## config.mk

```make
export PLATFORM = sky130hd
export DESIGN_NAME = dmach_channel
export DESIGN_NICKNAME = d
export VERILOG_FILES = /design/src/rtl/dmach_pkg.sv /design/src/rtl/dmach_fifo.sv /design/src/rtl/dmach_src.sv /design/src/rtl/dmach_dst.sv /design/src/rtl/dmach_channel.sv
export SDC_FILE = /design/constraint.sdc
export NUM_CORES = 1
export LEC_CHECK = 0
export BUFFER_PORTS_ARGS = -buffer_cell sky130_fd_sc_hd__clkbuf_2
export CORE_MARGIN = 10
export CORE_UTILIZATION = 58
export CTS_CLUSTER_SIZE = 24
export DETAILED_ROUTE_END_ITERATION = 10
export PLACE_DENSITY = 0.85
export SLEW_MARGIN = 20
export SYNTH_ARGS = -nofsm -noshare
export SYNTH_HDL_FRONTEND = slang
export SYNTH_SLANG_ARGS = --single-unit
```

## constraint.sdc

```tcl
create_clock -name clk -period 5.9 [get_ports clk]
set_clock_uncertainty 0.2 [all_clocks]
set_input_delay 0.885 -clock clk [delete_from_list [all_inputs] [get_ports clk]]
set_output_delay 0.885 -clock clk [all_outputs]
set_load 0.01 [all_outputs]
```

## src/rtl/dmach_pkg.sv

```systemverilog
package dmach_pkg;
   typedef enum logic {
      SEL_CTRL  = 1'b0,
      SEL_COUNT = 1'b1
   } reg_sel_e;

   localparam int CTL_EN_BIT   = 0;
   localparam int CTL_HALT_BIT = 1;
endpackage

```

## src/rtl/dmach_fifo.sv

```systemverilog
module dmach_fifo #(
   parameter int DW    = 8,
   parameter int DEPTH = 4
) (
   input  logic                         clk,
   input  logic                         rst_n,
   input  logic                         flush,
   input  logic                         push,
   input  logic [DW-1:0]                push_data,
   input  logic                         pop,
   output logic [DW-1:0]                head,
   output logic [$clog2(DEPTH+1)-1:0]   level,
   output logic                         full,
   output logic                         empty
);
   localparam int PW = $clog2(DEPTH);
   localparam int LW = $clog2(DEPTH+1);
   localparam bit POW2 = (DEPTH == (1 << PW));

   generate
      if (DEPTH < 2) begin : g_bad_depth
         $error("dmach_fifo: DEPTH must be at least 2");
      end
   endgenerate

   logic [DW-1:0] mem [DEPTH];
   logic [PW-1:0] wr_ptr, rd_ptr, wr_nxt, rd_nxt;

   generate
      if (POW2) begin : g_wrap_pow2
         assign wr_nxt = wr_ptr + PW'(1);
         assign rd_nxt = rd_ptr + PW'(1);
      end else begin : g_wrap_any
         assign wr_nxt = (wr_ptr == PW'(DEPTH-1)) ? '0 : wr_ptr + PW'(1);
         assign rd_nxt = (rd_ptr == PW'(DEPTH-1)) ? '0 : rd_ptr + PW'(1);
      end
   endgenerate

   assign full  = (level == LW'(DEPTH));
   assign empty = (level == '0);
   assign head  = mem[rd_ptr];

   always_ff @(posedge clk or negedge rst_n) begin
      if (!rst_n) begin
         wr_ptr <= '0;
         rd_ptr <= '0;
         level  <= '0;
      end else if (flush) begin
         wr_ptr <= '0;
         rd_ptr <= '0;
         level  <= '0;
      end else begin
         if (push) wr_ptr <= wr_nxt;
         if (pop)  rd_ptr <= rd_nxt;
         if (push && !pop)      level <= level + LW'(1);
         else if (pop && !push) level <= level - LW'(1);
      end
   end

   always_ff @(posedge clk) begin
      if (push && !flush) mem[wr_ptr] <= push_data;
   end

   p_no_overflow_r3: assert property (@(posedge clk) disable iff (!rst_n)
      (push && !flush) |-> (!full || pop));
   p_no_underflow_r3: assert property (@(posedge clk) disable iff (!rst_n)
      (pop && !flush) |-> !empty);
   p_level_bound_r3: assert property (@(posedge clk) disable iff (!rst_n)
      level <= LW'(DEPTH));
endmodule

```

## src/rtl/dmach_src.sv

```systemverilog
module dmach_src #(
   parameter int CNT_W = 8
) (
   input  logic             clk,
   input  logic             rst_n,
   input  logic             run,
   input  logic             room,
   input  logic             src_req,
   input  logic             src_ack,
   input  logic             load,
   input  logic [CNT_W-1:0] load_val,
   output logic             src_rd,
   output logic             push,
   output logic [CNT_W-1:0] left
);
   logic busy, start;

   assign start  = run && src_req && !busy && room && (left != '0);
   assign push   = busy && src_ack;
   assign src_rd = busy;

   always_ff @(posedge clk or negedge rst_n) begin
      if (!rst_n) begin
         busy <= 1'b0;
         left <= '0;
      end else begin
         if (start)     busy <= 1'b1;
         else if (push) busy <= 1'b0;
         if (load)       left <= load_val;
         else if (start) left <= left - CNT_W'(1);
      end
   end

   p_rd_held_r11: assert property (@(posedge clk) disable iff (!rst_n)
      (src_rd && !src_ack) |=> src_rd);
   p_halt_blocks_r4: assert property (@(posedge clk) disable iff (!rst_n)
      $rose(src_rd) |-> $past(run && room));
endmodule

```

## src/rtl/dmach_dst.sv

```systemverilog
module dmach_dst #(
   parameter int DW = 8
) (
   input  logic          clk,
   input  logic          rst_n,
   input  logic          run,
   input  logic          avail,
   input  logic [DW-1:0] head,
   input  logic          dst_ack,
   output logic          dst_wr,
   output logic          pop,
   output logic [DW-1:0] dst_data
);
   logic busy, start;

   assign start    = run && avail && !busy;
   assign pop      = busy && dst_ack;
   assign dst_wr   = busy;
   assign dst_data = head;

   always_ff @(posedge clk or negedge rst_n) begin
      if (!rst_n)     busy <= 1'b0;
      else if (start) busy <= 1'b1;
      else if (pop)   busy <= 1'b0;
   end

   p_wr_held_r11: assert property (@(posedge clk) disable iff (!rst_n)
      (dst_wr && !dst_ack) |=> (dst_wr && $stable(dst_data)));
endmodule

```

## src/rtl/dmach_channel.sv

```systemverilog
module dmach_channel #(
   parameter int DW    = 8,
   parameter int DEPTH = 4,
   parameter int CNT_W = 8
) (
   input  logic             clk,
   input  logic             rst_n,
   input  logic             glb_en,
   input  logic             reg_wr,
   input  logic             reg_sel,
   input  logic [CNT_W-1:0] reg_wdata,
   output logic             st_enable,
   output logic             st_halt,
   output logic             st_active,
   output logic [CNT_W-1:0] beats_left,
   input  logic             src_req,
   output logic             src_rd,
   input  logic             src_ack,
   input  logic [DW-1:0]    src_data,
   output logic             dst_wr,
   input  logic             dst_ack,
   output logic [DW-1:0]    dst_data,
   output logic             done
);
   import dmach_pkg::*;

   localparam int LW = $clog2(DEPTH+1);

   generate
      if (CNT_W < 2) begin : g_bad_cnt
         $error("dmach_channel: CNT_W must be at least 2");
      end
      if (DW < 1) begin : g_bad_dw
         $error("dmach_channel: DW must be at least 1");
      end
   endgenerate

   reg_sel_e      sel;
   logic          en_q, halt_q, done_q;
   logic          ctl_wr, cnt_load, finish, flush;
   logic          push, pop, fifo_full, fifo_empty;
   logic          src_run, dst_run;
   logic [DW-1:0] head;
   logic [LW-1:0] level;

   assign sel      = reg_sel_e'(reg_sel);
   assign ctl_wr   = reg_wr && (sel == SEL_CTRL);
   assign cnt_load = reg_wr && (sel == SEL_COUNT) && !en_q;
   assign src_run  = en_q && glb_en && !halt_q;
   assign dst_run  = en_q && glb_en;
   assign finish   = en_q && glb_en && (beats_left == '0) && !src_rd
                     && !dst_wr && fifo_empty;
   assign flush    = !en_q && (!src_rd || src_ack) && (!dst_wr || dst_ack);

   always_ff @(posedge clk or negedge rst_n) begin
      if (!rst_n) begin
         en_q   <= 1'b0;
         halt_q <= 1'b0;
         done_q <= 1'b0;
      end else if (ctl_wr) begin
         en_q   <= reg_wdata[CTL_EN_BIT];
         halt_q <= reg_wdata[CTL_HALT_BIT];
         done_q <= 1'b0;
      end else if (finish) begin
         en_q   <= 1'b0;
         done_q <= 1'b1;
      end else begin
         done_q <= 1'b0;
      end
   end

   dmach_src #(.CNT_W(CNT_W)) u_src (
      .clk      (clk),
      .rst_n    (rst_n),
      .run      (src_run),
      .room     (!fifo_full),
      .src_req  (src_req),
      .src_ack  (src_ack),
      .load     (cnt_load),
      .load_val (reg_wdata),
      .src_rd   (src_rd),
      .push     (push),
      .left     (beats_left)
   );

   dmach_fifo #(.DW(DW), .DEPTH(DEPTH)) u_fifo (
      .clk       (clk),
      .rst_n     (rst_n),
      .flush     (flush),
      .push      (push),
      .push_data (src_data),
      .pop       (pop),
      .head      (head),
      .level     (level),
      .full      (fifo_full),
      .empty     (fifo_empty)
   );

   dmach_dst #(.DW(DW)) u_dst (
      .clk      (clk),
      .rst_n    (rst_n),
      .run      (dst_run),
      .avail    (!fifo_empty),
      .head     (head),
      .dst_ack  (dst_ack),
      .dst_wr   (dst_wr),
      .pop      (pop),
      .dst_data (dst_data)
   );

   assign st_enable = en_q;
   assign st_halt   = halt_q;
   assign st_active = !fifo_empty;
   assign done      = done_q;

   p_gate_r1: assert property (@(posedge clk) disable iff (!rst_n)
      ($rose(src_rd) || $rose(dst_wr)) |-> $past(glb_en));
   p_done_clean_r8: assert property (@(posedge clk) disable iff (!rst_n)
      done |-> (!st_enable && !st_active && !src_rd && !dst_wr));
   p_no_done_abrupt_r10: assert property (@(posedge clk) disable iff (!rst_n)
      done |-> $past(en_q && !ctl_wr));
   p_count_locked_r9: assert property (@(posedge clk) disable iff (!rst_n)
      (en_q && reg_wr && sel == SEL_COUNT) |=>
      (beats_left == $past(beats_left) || beats_left == $past(beats_left) - CNT_W'(1)));
   p_idle_flushed_r7: assert property (@(posedge clk) disable iff (!rst_n)
      (!en_q && !src_rd && !dst_wr) |=> !st_active);
endmodule

```

; Word level (Yosys, flattened, before mapping)
; Memories as Yosys holds them, arrays and structs flattened.
; Cells that the tools add are included.
[totals]
regBits = 20
ram_bits = 32
in_bits = 24
output_inout_bits = 22
elab_cells = 79
n_memories = 1
[classes]
n_addsub = 5
n_eq_ne = 1
mux = 19
bitwise_logic = 1
n_reduce_logical = 43
[mem_list]
columns = name, depth, width, rd, rd_clocked_by_memory_dff, write_ports, line_no
row1 = u_fifo.mem, 4, 8, 1, 0, 1, dmach_fifo.sv:26  ; logic [DW-1:0] mem [DEPTH];
[op_table]
columns = op, n
row1 = $logic_and A1 B1 Y1, 22
row2 = $mux W8, 2
row3 = $reduce_bool A2 Y1, 6
row4 = $mux W1, 10
row5 = $logic_not A1 Y1, 9
row6 = $mux W3, 3
row7 = $logic_not A8 Y1, 1
row8 = $mux W2, 4
row9 = $reduce_bool A8 Y1, 1
row10 = $sub A8 B1 Y8 const B, 1
row11 = $add A2 B1 Y2 const B, 2
row12 = $add A3 B1 Y3 const B, 1
row13 = $eq A3 B3 Y1 const B, 1
row14 = $logic_not A3 Y1, 1
row15 = $reduce_bool A3 Y1, 1
row16 = $sub A3 B1 Y3 const B, 1
row17 = $logic_or A1 B1 Y1, 2
row18 = $not A1 Y1, 1

; Logic depth before layout (Yosys ltp)
[logic_depth]
depth_word = 8
depth_mapped = 6
ltp_nobuf = 6

; Modules after synthesis
; A second synthesis with hierarchy kept.
[hier_totals]
cells_unflattened = 185
hier_area_um2 = 2499.9
[modules_own_cells]
columns = mod, n_inst, cells_per_inst, area_each_um2, seq_area_each_um2
row1 = dmach_fifo, 1, 87, 1619.1, 1136.1
row2 = dmach_src, 1, 64, 581.8, 225.2
row3 = dmach_channel, 1, 22, 192.7, 75.1
row4 = dmach_dst, 1, 12, 106.4, 25.0

; Worst setup path before layout
; OpenSTA, ideal clock, no wires.
[synth_timing]
path_kind = input port to flip-flop
start = input src_ack
end = register u_fifo.level[2]
arrival_time_ps = 2335
path_slack_ps = 3246
stages = 6
n_path_buf = 0
path_cell_list = nand2_1 a21oi_1 fa_1 or3b_2 and3_1 o21ba_2
[synth_between]
elab_chain_cells = 4
elab_cells_between_ends = 10
[synth_lines]
columns = element, line_no
row1 = "start, declared", dmach_channel.sv:18  ; input logic src_ack,
row2 = $logic_and A1 B1 Y1 / $logic_or A1 B1 Y1 (equally long branches), "dmach_src.sv:19, dmach_channel.sv:53"
row3 = $logic_and A1 B1 Y1 (tied with other cells), dmach_fifo.sv:55  ; if (push && !pop) level <= level + LW'(1);
row4 = $mux W3 (tied with other cells), dmach_fifo.sv:55
row5 = $mux W3 / $reduce_bool A3 Y1 (equally long branches), n/a
row6 = "end signal, assigned", dmach_fifo.sv:55
row7 = "end signal, assigned", dmach_fifo.sv:56  ; else if (pop && !push) level <= level - LW'(1);
row8 = "end, declared", dmach_fifo.sv:12  ; output logic [$clog2(DEPTH+1)-1:0] level,
; Several ways; a longest one is shown, not always the timed one.
; A chain may end at the register's enable or synchronous reset.

; Final worst setup path
[layout_timing]
start = register u_fifo.rd_ptr[0]
end = output dst_data[0]
[layout_between]
elab_chain_cells = 1
[layout_lines]
columns = element, line_no
row1 = "start, declared", dmach_fifo.sv:27  ; logic [PW-1:0] wr_ptr, rd_ptr, wr_nxt, rd_nxt;
row2 = "start signal, assigned", dmach_fifo.sv:54  ; if (pop) rd_ptr <= rd_nxt;
row3 = $mem_v2 Z4 W8, n/a
row4 = "end, declared", dmach_channel.sv:22  ; output logic [DW-1:0] dst_data,
; No other way between the ends.

==> results.sh <==
export IMPL_htreeDepth=2
export IMPL_die_x_microns=83.9
export IMPL_ys_types=45
export IMPL_worstMarginPinSlew_ns=0.985
export IMPL_ant_nets=0
export IMPL_fp_dieH_microns=83.9
export IMPL_synth_fp_nets=201
export IMPL_drc=0
export IMPL_grt_max_degree=21
export IMPL_hold_viol=0
export IMPL_first_pass_iters=4
export IMPL_cts_tree="done"
export IMPL_ir_worst_vdd_uv=167
export IMPL_synthCells=170
export IMPL_tns_ns=0
export IMPL_drt_initial_drc_count=95
export IMPL_ctsResizeCount=0
export IMPL_cts_sinks=52
export IMPL_final_common_cell="clkbuf_2"
export IMPL_final_nets=248
export IMPL_diodes=0
export IMPL_drv_slew=0
export IMPL_outcome="finished clean"
export IMPL_min_path_type="in2async"
export IMPL_io_buffers=45
export IMPL_path_max_fanout=10
export IMPL_synth_seq_cells=52
export IMPL_slew_headroom=0.343
export IMPL_cp_data_required_time_ns=4.82
export IMPL_antenna_found_initial=0
export IMPL_power_density_nw_per_um2=286
export IMPL_fin_crit_sh=0.487
export IMPL_ios=46
export IMPL_start_util=0.597
export IMPL_rows=23
export IMPL_timing_fmax_mhz=348
export IMPL_grt_pass1_wl_microns=8290
export IMPL_vias=1599
export IMPL_syn_area_sq_um=2370
export IMPL_rsz0062_at_grt="false"
export IMPL_area_delta_synth_final_pct=14.7
export IMPL_clk_path_buf_depth=2
export IMPL_post_drt_wl_per_cell_microns=18.3
export IMPL_critPathCaptureType="output pin"
export IMPL_critPathLaunchType="flop"
export IMPL_cts_setup_buffers=0
export IMPL_clock_latency_ns=0.31
export IMPL_cp_arrival_ns=1.79
export IMPL_core_sq_um=3970
export IMPL_design_area_sq_um=2720
export IMPL_postSynthAreaPerCell_sq_um=13.9
export IMPL_clkTransAtPathRegs_ns=0.10
export IMPL_startpoint="u_fifo.rd_ptr[0]"
export IMPL_drt_total_wl_microns=4890
export IMPL_clockRootBuffer="clkbuf_8"
export IMPL_grt_pass1_vias=1660
export IMPL_fin_crit_ns=2.88
export IMPL_placed_area_sq_um=2630
export IMPL_yosysSeqAreaShare=0.617
export IMPL_final_cell_mix="45 x clkbuf_2, 32 x edfxtp_1, 20 x dfrtp_1, 15 x nor2_1, 11 x inv_1"
export IMPL_grt_total_usage=0.145
export IMPL_drive_above_1_share=0.339
export IMPL_max_cap_violations=0
export IMPL_dp_hpwl_microns=3670
export IMPL_fillers=281
export IMPL_grt_overflow_total=0
export IMPL_worst_setup_path_type="reg2out"
export IMPL_via_per_inst=5.97
export IMPL_cts_made_buffers=5
export IMPL_leakagePower_nw=1.07
export IMPL_ys_warn_count=0
export IMPL_r2r_start="u_src.left[4]"
export IMPL_setup_viol=0
export IMPL_hold_buffers=0
export IMPL_die_area_sq_um=7040
export IMPL_place_congestion=0.798
[metal layers]
| layer | vias to the layer above | track usage | part of all wire |
|---|---|---|---|
| met5 | - | 0 | 0 |
| met4 | 0 | 0.0609 | 0.015 |
| met3 | 7 | 0.0361 | 0.039 |
| met2 | 43 | 0.241 | 0.52 |
| met1 | 804 | 0.174 | 0.42 |
| li1 | 745 | - | - |
[per-stage QoR]
stage	instances	power [mW]	util	hold slack (ns)	worst slack, ns
3_5_place_dp	260	0.576	0.661	0.327	2.96
5_1_grt	268	0.817	0.685	0.358	2.91
4_1_cts	268	0.782	0.685	0.343	2.99
3_3_place_gp	260	0.569	0.661	0.325	3.08
2_1_floorplan	170	0.517	-	0.343	3.25
6_report	268	0.777	0.685	0.334	3.02
[path summary, 6_finish.rpt]
path                                  to  slack (ns)  cells past startpoint
setup / recovery             dst_data[0]        3.02                      2
hold / removal                   st_halt        0.33                      1
setup reg to reg           u_src.left[4]        3.54                      4
hold reg to reg                  st_halt        0.35                      1
max in group asynchronous  u_src.left[4]        4.81                      1
min in group clk                 st_halt        0.35                      1
[cell families (layout without fill, tap and decap cells)]
| kind of cell | Yosys count | count (layout) | share of synthesized area |
|---|---|---|---|
| buffers and inverters | 16 | 64 | 0.0311 |
| adder cells (fa/ha/maj) | 7 | 7 | 0.0401 |
| XOR/XNOR | 5 | 5 | 0.0185 |
| multiplexers | 9 | 9 | 0.0808 |
| AO/OA/AOI/OAI | 23 | 23 | 0.0671 |
| AND/OR/NAND/NOR | 58 | 58 | 0.146 |
| flip-flops | 52 | 52 | 0.617 |
[registers in the layout (all words and copies together) (netlist names)]
register       flops
st_halt            1
u_dst.dst_wr       1
u_fifo.rd_ptr      2
u_fifo.wr_ptr      2
u_src.src_rd       1
st_enable          1
u_fifo.level       3
u_fifo.mem        32
done               1
u_src.left         8
[worst max-delay path, stage by stage, from the launching register on]
cell	delay (ns)
dfrtp_1	0.74
mux4_2	0.59
clkbuf_2	0.15
[final cells by class]
| cell class | count | area [sq um] | area share |
|---|---|---|---|
| multi-input cells | 102 | 835 | 0.307 |
| flip-flops and latches | 52 | 1460 | 0.538 |
| well taps | 50 | 62.6 | 0.0230 |
| clock buffers | 5 | 68.8 | 0.0253 |
| repair buffers | 45 | 225 | 0.0828 |
| clock inverters | 3 | 25.0 | 0.00920 |
| inverters | 11 | 41.3 | 0.0152 |
[power breakdown]
part	total (mW)	leakage [nW]	internal [mW]	switching (mW)
logic	0.127	0.480	0.0579	0.0687
clock network	0.209	0.0452	0.0866	0.123
registers	0.441	0.541	0.409	0.0325
total	0.777	1.07	0.553	0.224
[cell usage after synthesis, drive strengths merged]
cell	n	area (sq um)
a31oi	6	37.5
o41ai	1	8.76
nor2	15	56.3
a21oi	3	15.0
o31ai	3	22.5
and4bb	1	12.5
buf	3	20.0
nand3b	1	7.51
nor4b	1	23.8
xnor2	2	17.5
nand2	8	30.0
dfrtp	20	500
nand4	2	12.5
a211oi	1	7.51
or4	5	42.5
or4b	2	20.0
clkbuf	1	3.75
edfxtp	32	961
ha	6	75.1
a221oi	1	8.76
o22ai	1	6.26
fa	1	20.0
o211ai	2	15.0
or2	1	6.26
nor3	2	10.0
mux4	8	180
inv	11	41.3
and2	4	25.0
o21ba	1	10.0
xor2	3	26.3
or3	5	32.5
dlygate4sd1	1	8.76
or3b	2	17.5
o21ai	2	10.0
nand3	6	30.0
a31o	1	8.76
o2bb2ai	1	8.76
and3	2	12.5
nor2b	1	6.26
mux2	1	11.3
(Power assumes the default switching activity.)
